## config.mk

```make
export PLATFORM = sky130hd
export DESIGN_NAME = interleaved_mem
export DESIGN_NICKNAME = d
export VERILOG_FILES = /design/src/rtl/im_pkg.sv /design/src/rtl/im_bank.sv /design/src/rtl/im_ctrl.sv /design/src/rtl/interleaved_mem.sv
export SDC_FILE = /design/constraint.sdc
export NUM_CORES = 2
export LEC_CHECK = 0
export CORE_ASPECT_RATIO = 0.75
export CORE_UTILIZATION = 30
export DETAILED_ROUTE_END_ITERATION = 8
export PLACE_DENSITY = 0.56
export SYNTH_ARGS = -nofsm -noshare
export SYNTH_HDL_FRONTEND = slang
export SYNTH_SLANG_ARGS = --single-unit
```

## constraint.sdc

```tcl
create_clock -name clk -period 4.2 [get_ports clk]
set_input_delay 0.84 -clock clk [delete_from_list [all_inputs] [get_ports clk]]
set_output_delay 0.84 -clock clk [all_outputs]
set_load 0.005 [all_outputs]
```

## src/rtl/im_pkg.sv

```systemverilog
// Shared types for the interleaved block memory.
package im_pkg;
    // Controller phases for one block refill.
    typedef enum logic [1:0] {
        ST_IDLE   = 2'd0,
        ST_ADDR   = 2'd1,
        ST_ACCESS = 2'd2,
        ST_XFER   = 2'd3
    } im_state_e;
endpackage

```

## src/rtl/im_bank.sv

```systemverilog
// One storage bank: a register array with a single write port and a
// sampled read register.
// Assumes: rd_sample pulses once per block, at the end of the access phase.
//          A write on the same edge is not seen by that sample (old data).
module im_bank #(
    parameter int WORD_W = 32,
    parameter int DEPTH  = 16,
    localparam int ROW_W = $clog2(DEPTH)
) (
    input  logic              clk,
    input  logic              rst_n,
    input  logic              wr_en,
    input  logic [ROW_W-1:0]  wr_row,
    input  logic [WORD_W-1:0] wr_data,
    input  logic              rd_sample,
    input  logic [ROW_W-1:0]  rd_row,
    output logic [WORD_W-1:0] rd_word
);
    logic [WORD_W-1:0] mem_q [DEPTH];

    // Storage update and read sampling.
    always_ff @(posedge clk) begin
        if (!rst_n) begin
            for (int i = 0; i < DEPTH; i++) mem_q[i] <= '0;
            rd_word <= '0;
        end else begin
            if (wr_en)     mem_q[wr_row] <= wr_data;
            if (rd_sample) rd_word       <= mem_q[rd_row];
        end
    end
endmodule

```

## src/rtl/im_ctrl.sv

```systemverilog
// Block refill sequencer: one address cycle, ACCESS_LAT access cycles,
// then NUM_BANKS transfer cycles with the bank select counting upward.
// Assumes: ACCESS_LAT >= 1 and NUM_BANKS is a power of two >= 2.
module im_ctrl
    import im_pkg::*;
#(
    parameter int NUM_BANKS  = 4,
    parameter int ACCESS_LAT = 6,
    parameter int BLK_W      = 4,
    localparam int SEL_W     = $clog2(NUM_BANKS)
) (
    input  logic             clk,
    input  logic             rst_n,
    input  logic             req_valid,
    input  logic [BLK_W-1:0] req_blk,
    output logic             req_ready,
    output logic [BLK_W-1:0] row,
    output logic             sample,
    output logic [SEL_W-1:0] sel,
    output logic             xfer_valid,
    output logic             xfer_last
);
    localparam int CNT_MAX = (ACCESS_LAT > NUM_BANKS) ? ACCESS_LAT : NUM_BANKS;
    localparam int CNT_W   = $clog2(CNT_MAX + 1);
    localparam logic [CNT_W-1:0] ACC_END  = CNT_W'(ACCESS_LAT - 1);
    localparam logic [CNT_W-1:0] XFER_END = CNT_W'(NUM_BANKS - 1);

    im_state_e         state_q;
    logic [CNT_W-1:0]  cnt_q;
    logic [BLK_W-1:0]  row_q;

    // Phase sequencing and per-phase counting.
    always_ff @(posedge clk) begin
        if (!rst_n) begin
            state_q <= ST_IDLE;
            cnt_q   <= '0;
            row_q   <= '0;
        end else begin
            case (state_q)
                ST_IDLE: if (req_valid) begin
                    state_q <= ST_ADDR;
                    row_q   <= req_blk;
                end
                ST_ADDR: begin
                    state_q <= ST_ACCESS;
                    cnt_q   <= '0;
                end
                ST_ACCESS: if (cnt_q == ACC_END) begin
                    state_q <= ST_XFER;
                    cnt_q   <= '0;
                end else begin
                    cnt_q <= cnt_q + 1'b1;
                end
                ST_XFER: if (cnt_q == XFER_END) begin
                    state_q <= ST_IDLE;
                    cnt_q   <= '0;
                end else begin
                    cnt_q <= cnt_q + 1'b1;
                end
                default: state_q <= ST_IDLE;
            endcase
        end
    end

    // Decoded outputs of the current phase.
    always_comb begin
        req_ready  = (state_q == ST_IDLE);
        row        = row_q;
        sample     = (state_q == ST_ACCESS) && (cnt_q == ACC_END);
        sel        = cnt_q[SEL_W-1:0];
        xfer_valid = (state_q == ST_XFER);
        xfer_last  = (state_q == ST_XFER) && (cnt_q == XFER_END);
    end
endmodule

```

## src/rtl/interleaved_mem.sv

```systemverilog
// Word-interleaved block memory top. The low address bits of a word pick
// its bank and the upper bits pick its row. A block read samples every
// bank in parallel, then returns the words serially in bank order.
// Assumes: one block outstanding; writes may arrive in any cycle.
module interleaved_mem #(
    parameter int WORD_W     = 32,
    parameter int NUM_BANKS  = 4,
    parameter int BANK_DEPTH = 16,
    parameter int ACCESS_LAT = 6,
    localparam int BANK_W    = $clog2(NUM_BANKS),
    localparam int ROW_W     = $clog2(BANK_DEPTH),
    localparam int WADDR_W   = BANK_W + ROW_W
) (
    input  logic               clk,
    input  logic               rst_n,
    input  logic               req_valid,
    input  logic [ROW_W-1:0]   req_blk,
    output logic               req_ready,
    input  logic               wr_en,
    input  logic [WADDR_W-1:0] wr_addr,
    input  logic [WORD_W-1:0]  wr_data,
    output logic               rd_valid,
    output logic               rd_last,
    output logic [WORD_W-1:0]  rd_data
);
    logic [ROW_W-1:0]  row;
    logic              sample;
    logic [BANK_W-1:0] sel;
    logic [WORD_W-1:0] bank_words [NUM_BANKS];

    im_ctrl #(
        .NUM_BANKS (NUM_BANKS),
        .ACCESS_LAT(ACCESS_LAT),
        .BLK_W     (ROW_W)
    ) u_ctrl (
        .clk       (clk),
        .rst_n     (rst_n),
        .req_valid (req_valid),
        .req_blk   (req_blk),
        .req_ready (req_ready),
        .row       (row),
        .sample    (sample),
        .sel       (sel),
        .xfer_valid(rd_valid),
        .xfer_last (rd_last)
    );

    for (genvar g = 0; g < NUM_BANKS; g++) begin : g_bank
        logic bank_wr;
        // Route a write to the bank named by the low address bits.
        always_comb bank_wr = wr_en && (wr_addr[BANK_W-1:0] == BANK_W'(g));

        im_bank #(
            .WORD_W(WORD_W),
            .DEPTH (BANK_DEPTH)
        ) u_bank (
            .clk      (clk),
            .rst_n    (rst_n),
            .wr_en    (bank_wr),
            .wr_row   (wr_addr[WADDR_W-1:BANK_W]),
            .wr_data  (wr_data),
            .rd_sample(sample),
            .rd_row   (row),
            .rd_word  (bank_words[g])
        );
    end

    // Serialise the sampled bank words onto the return path.
    always_comb rd_data = bank_words[sel];
endmodule

```

Word level (Yosys, flattened, before mapping). Memories as Yosys holds them, arrays and structs flattened. A register that Yosys moved wholly into a read port is not among the register bits. Index checks and enable logic that the tools add are counted.

Output and inout port bits: 35. Register bits after elaboration: 9. Bits in writable memories: 2048. Word-level logic and storage cells: 75. Bits of input ports: 46. Memories: 4.

Memories: g_bank[0].u_bank.mem_q (depth 16, width 32, rd ports 1, clocked after Yosys merged registers in 1, wr ports 16, RTL line im_bank.sv:19) `logic [WORD_W-1:0] mem_q [DEPTH];`; g_bank[1].u_bank.mem_q (depth 16, width 32, rd ports 1, clocked after Yosys merged registers in 1, wr ports 16, RTL line im_bank.sv:19); g_bank[2].u_bank.mem_q (depth 16, width 32, rd ports 1, clocked after Yosys merged registers in 1, wr ports 16, RTL line im_bank.sv:19); g_bank[3].u_bank.mem_q (depth 16, width 32, rd ports 1, clocked after Yosys merged registers in 1, wr ports 16, RTL line im_bank.sv:19).

Order comparisons: 1. Muxes and demuxes: 35. Reduce and logical (&&, ||, !) cells: 19. Equal/unequal tests: 11. $add $sub $neg: 1. Bitwise operators: 1.

Operator list (count): 2-to-1 mux 32 bit (6); OR reduction 32 bit (4); binary-select mux 32 bit (select 2 bit) (1); 2-to-1 mux 1 bit (17); 2-to-1 mux 4 bit (4); case mux 3 bit (3 select lines) (1); == test 2 bit (second input constant) (4); case mux 2 bit (4 select lines) (1); logical AND 1 bit (6); 2-to-1 mux 2 bit (3); 2-to-1 mux 3 bit (2); == test 2 x 1 -> 1 bit (second input constant) (2); zero test 1 bit (4); zero test 2 bit (2); inequality test 2 bit (second input constant) (2); adder 3 x 1 -> 3 bit (second input constant) (1); == test 3 x 2 -> 1 bit (second input constant) (1); == test 3 bit (second input constant) (1); greater-or-equal comparator 3 bit (second input constant) (1); inverter 2 -> 3 bit (1); AND reduction 3 bit (1); nonzero test 3 bit (1); inequality test 2 x 1 -> 1 bit (second input constant) (1); AND reduction 2 bit (1).

Logic depth before layout (Yosys ltp).
Word-level depth: 7. Depth in mapped cells: 10. Gate-level depth less buffers: 6.

Cells and area by module. From an unflattened synthesis, not the netlist that was laid out.

Cells, all modules: 7417. Area total of the unflattened synthesis: 98842.3 um^2.

Modules (own cells, without submodules): im_bank (area an instance 24362.1 um^2, instances 4, cells each 1828); interleaved_mem (area an instance 845.8 um^2, instances 1, cells each 43); im_ctrl (area an instance 548.0 um^2, instances 1, cells each 62).

Worst setup path after synthesis. Ideal clock, no wire load.

Path kind: input to register. Start point: in rst_n. End point: mem g_bank[0].u_bank.mem_q[3][0] (enable). Data required time: 3734 ps. Setup time: 466 ps. Buffers on the path: 3. Path slack: -220 ps. Arrival: 3954 ps. Stages: 6. Cells stage by stage: buf_4 nand2_1 or3_1 buf_2 clkbuf_1 o21ai_0.

RTL lines: from (decl) (RTL line interleaved_mem.sv:15) `input logic rst_n,`; to (decl) (RTL line im_bank.sv:19).

Worst setup path in the final report.
Start point: reg u_ctrl.cnt_q[1]. End point: out rd_data[2].

Word-level cells in the longest chain between the ends: 4.

Ends and longest elaborated chain: from (decl) (RTL line im_ctrl.sv:29) `logic [CNT_W-1:0] cnt_q;`; from (signal assigned) (RTL line im_ctrl.sv:52) `cnt_q <= cnt_q + 1'b1;`; from (signal assigned) (RTL line im_ctrl.sv:58) `cnt_q <= cnt_q + 1'b1;`; inverter 2 -> 3 bit (implied by the code) (RTL line interleaved_mem.sv:69) `always_comb rd_data = bank_words[sel];`; binary-select mux 32 bit (select 2 bit) (RTL line interleaved_mem.sv:69); 2-to-1 mux 32 bit (implied by the code) (2 in series) (RTL line interleaved_mem.sv:69); to (decl) (RTL line interleaved_mem.sv:24) `output logic [WORD_W-1:0] rd_data`.

No other way between the ends. The select of a mux whose other input is x is not followed.

==> results.tsv <==
metric	value	unit
# IOs	81	
Routed wire per std cell	29.8	um
gpl congestion	0.819	
worst path buffer plus inverter count	2	
Final Skew	0.0561	ns
Worst Path Arrival	3.19	ns
setup TNS	0	ns
layout cells sized above 1	0.197	
total of max-cap violations	0	
initial core utilization	0.301	
final hold violation count	0	
Net Sw Power	12600	uW
CP Launch Type	register	
maximum clock insertion buffer count	4	
Crit. path cell count	3	
Die Span Y	496	um
Post-synth top flop	edfxtp_1	
Post-Route WL	316000	um
final setup fails	0	
core outline area	0.324	mm^2
CP Capture Type	output port	
worst min-delay path class	input pin to register	
status	complete, no violations	
shortest period the worst path allows	4.03	ns
synthesized cell area	0.0976	mm^2
Reg area	0.0643	mm^2
# fillers	30600	
clock root cell	clkbuf_16	
syn nets	6275	
initial antenna violation count	46	
Worst EP required	3.36	ns
combinational share of power	0.128	
GRT overflow	0	
Total GRT Usage	0.190	
Slowest Stage Delay on Critical Path	0.72	ns
HPWL Detailed	186000	um
Synth top area share	0.630	
CTS tree	done	
Setup Fix Bufs, Post-CTS	0	
die width	661	um
Synth-to-Final Area Change	13.7	%
Rel. slew slack	0.0789	
Seq cells post-synth	2185	
die area	0.328	mm^2
Clock Power Share	0.368	
sequential element share of the synthesized area	0.658	
Nets	6189	
Power Density	451	mW/mm^2
CTS Sinks	2185	
asr flop ratio synth	0	
multi-input logic area	0.0312	mm^2
EDFF count, synth	2048	
DR pass1 iterations	5	
Seq pwr share	0.504	
post-synthesis cell type count	42	
post-route ant nets	0	
vias	55000	
Tot Pwr	50100	uW
Num CTS Buffers	207	
worst reg-to-reg path cell count	6	
Synth area leader	edfxtp_1	
Via density	5.18	
Hold EP	u_ctrl.cnt_q[1]$_SDFFE_PN0P_	
Worst Hold Launch	rst_n	
Core Rows	181	
Worst-path clk slew	0.07	ns
Hold Path Stages	2	
Yosys Warn Count	0	
Worst path top cell family by delay	buffers and inverters	
vias in the first global route	53600	
drt drc	0	
most numerous cell in the Yosys netlist	and2_1	
Sw Share	0.251	
Final WS setup	0.166	ns
Synth top cells by count	2,052 x and2_1, 2,048 x edfxtp_1, 514 x mux4_2	
RR Endpoint	g_bank[1].u_bank.rd_word[24]$_SDFFE_PN0P_	
largest net degree at the start of global routing	114	
WS Path Type	register to output port	
PortBufs	80	
synthesized instance count	6221	
internal power	37500	uW
first-pass GRT wire length	435000	um
Max Slew Vio Count	0	
mean area per synthesized cell	15.7	um^2
largest cells by area after synthesis	edfxtp_1 63%, and2_1 13%, mux4_2 12%, dfxtp_1 2.8%, mux2i_1 2.4%	
worst-margin pin slew	1.38	ns
placed insts	10200	
critical-path cell list	buf_4, mux4_2, clkdlybuf4s50_1	
LEAKAGE	0.0362	uW
Setup WS pre-CTS	0.639	ns
clk_lat worst skew	0.90	ns
Crit-path slowest cell	dfxtp_2	
CTS Hold Bufs	0	
RSZ-0062 raised after global routing	false	
initial drt markers	7381	
post-route insts no fill	10600	
Final Cycle Share	0.961	
Worst R2R Start	u_ctrl.cnt_q[1]$_SDFFE_PN0P_	
highest clock rate	248	MHz
post_cts resized	0	
largest fanout on the critical path	18	
Max VDD drop	0.366	mV
reg2reg setup slack	0.95	ns
H-tree depth	4	
==> area by class of cell <==
type                       count  area share
antenna                       19    0.000428
clock buffer                 303      0.0533
clock inverter                69     0.00454
inverter                       8    0.000270
multi-input combinational   3379       0.281
sequential                  2185       0.579
tap                         4300      0.0485
timing repair buffer         354      0.0334
==> sequential cells by signal (all words and copies together), names as in the netlist <==
| name | flops |
|---|---|
| g_bank.u_bank.mem_q | 2048 |
| g_bank.u_bank.rd_word | 128 |
| u_ctrl.row | 4 |
| u_ctrl.cnt_q | 3 |
| u_ctrl.state_q | 2 |
==> stage by stage <==
| step | util | area [um^2] | hold WS [ns] |
|---|---|---|---|
| finish | 0.343 | 111000 | 0.376 |
| global route | 0.342 | 111000 | 0.340 |
| CTS | 0.342 | 111000 | 0.307 |
| detailed placement | 0.323 | 105000 | 0.469 |
| global placement | 0.323 | 105000 | 0.468 |
| floorplan | - | 97600 | 0.448 |
==> power groups by stage <==
stage | combinational (uW) | clock (uW) | sequential (uW)
2_1_floorplan | 3980 | 0 | 25500
3_3_place_gp | 6410 | 0 | 25600
3_5_place_dp | 6440 | 0 | 25700
4_1_cts | 6450 | 18700 | 25200
5_1_grt | 6690 | 19500 | 25300
6_report | 6410 | 18500 | 25200
==> cells in the final DEF, fill, tap and decap left out, types with 7 or more instances in the layout <==
cell type	synthesis	layout
nor2_2	2	50
nor2_1	56	8
dfxtp_1	137	131
clkbuf_16	0	213
nand3_1	73	71
o21ai_0	135	72
mux4_2	514	514
and2_1	2052	2052
a21oi_1	26	26
clkdlybuf4s50_1	0	47
o221ai_1	61	61
clkinv_2	0	25
clkbuf_8	0	25
clkinv_1	1	31
nand2_1	22	21
o22ai_1	81	81
o21ai_4	0	64
bufinv_16	0	7
ha_1	8	8
inv_1	7	7
a211oi_1	66	66
buf_4	58	197
buf_12	0	80
diode_2	0	19
nor2_4	14	14
clkbuf_1	412	65
mux2i_1	236	236
buf_2	96	29
edfxtp_1	2048	2048
==> layer usage <==
| layer | up-vias | part of all wire | GRT usage |
|---|---|---|---|
| li1 | 22800 | - | - |
| met1 | 29100 | 0.42 | 0.268 |
| met2 | 2661 | 0.44 | 0.288 |
| met3 | 409 | 0.11 | 0.0501 |
| met4 | 4 | 0.029 | 0.0531 |
| met5 | - | 0.000066 | 0 |
==> kinds of logic (layout without fill, tap and decap cells) <==
| group | after synthesis | in the layout | synth area share |
|---|---|---|---|
| other cells | 0 | 19 | 0 |
| mux | 751 | 751 | 0.143 |
| simple gates | 2247 | 2247 | 0.142 |
| fa+ha+maj | 8 | 8 | 0.00103 |
| flops | 2185 | 2185 | 0.658 |
| buf+inv | 657 | 734 | 0.0318 |
| compound gates | 373 | 373 | 0.0243 |
==> worst max path at each step <==
stage,endpoint,startpoint
5_1_grt,rd_data[2],u_ctrl.cnt_q[1]$_SDFFE_PN0P_
2_1_floorplan,g_bank[0].u_bank.mem_q[3][0]$_SDFFCE_PN0P_,rst_n
6_report,rd_data[2],u_ctrl.cnt_q[1]$_SDFFE_PN0P_
3_5_place_dp,g_bank[2].u_bank.mem_q[10][28]$_SDFFCE_PN0P_,wr_addr[0]
3_3_place_gp,g_bank[2].u_bank.mem_q[10][12]$_SDFFCE_PN0P_,wr_addr[0]
4_1_cts,rd_data[2],u_ctrl.cnt_q[1]$_SDFFE_PN0P_
(Power assumes the default switching activity.)
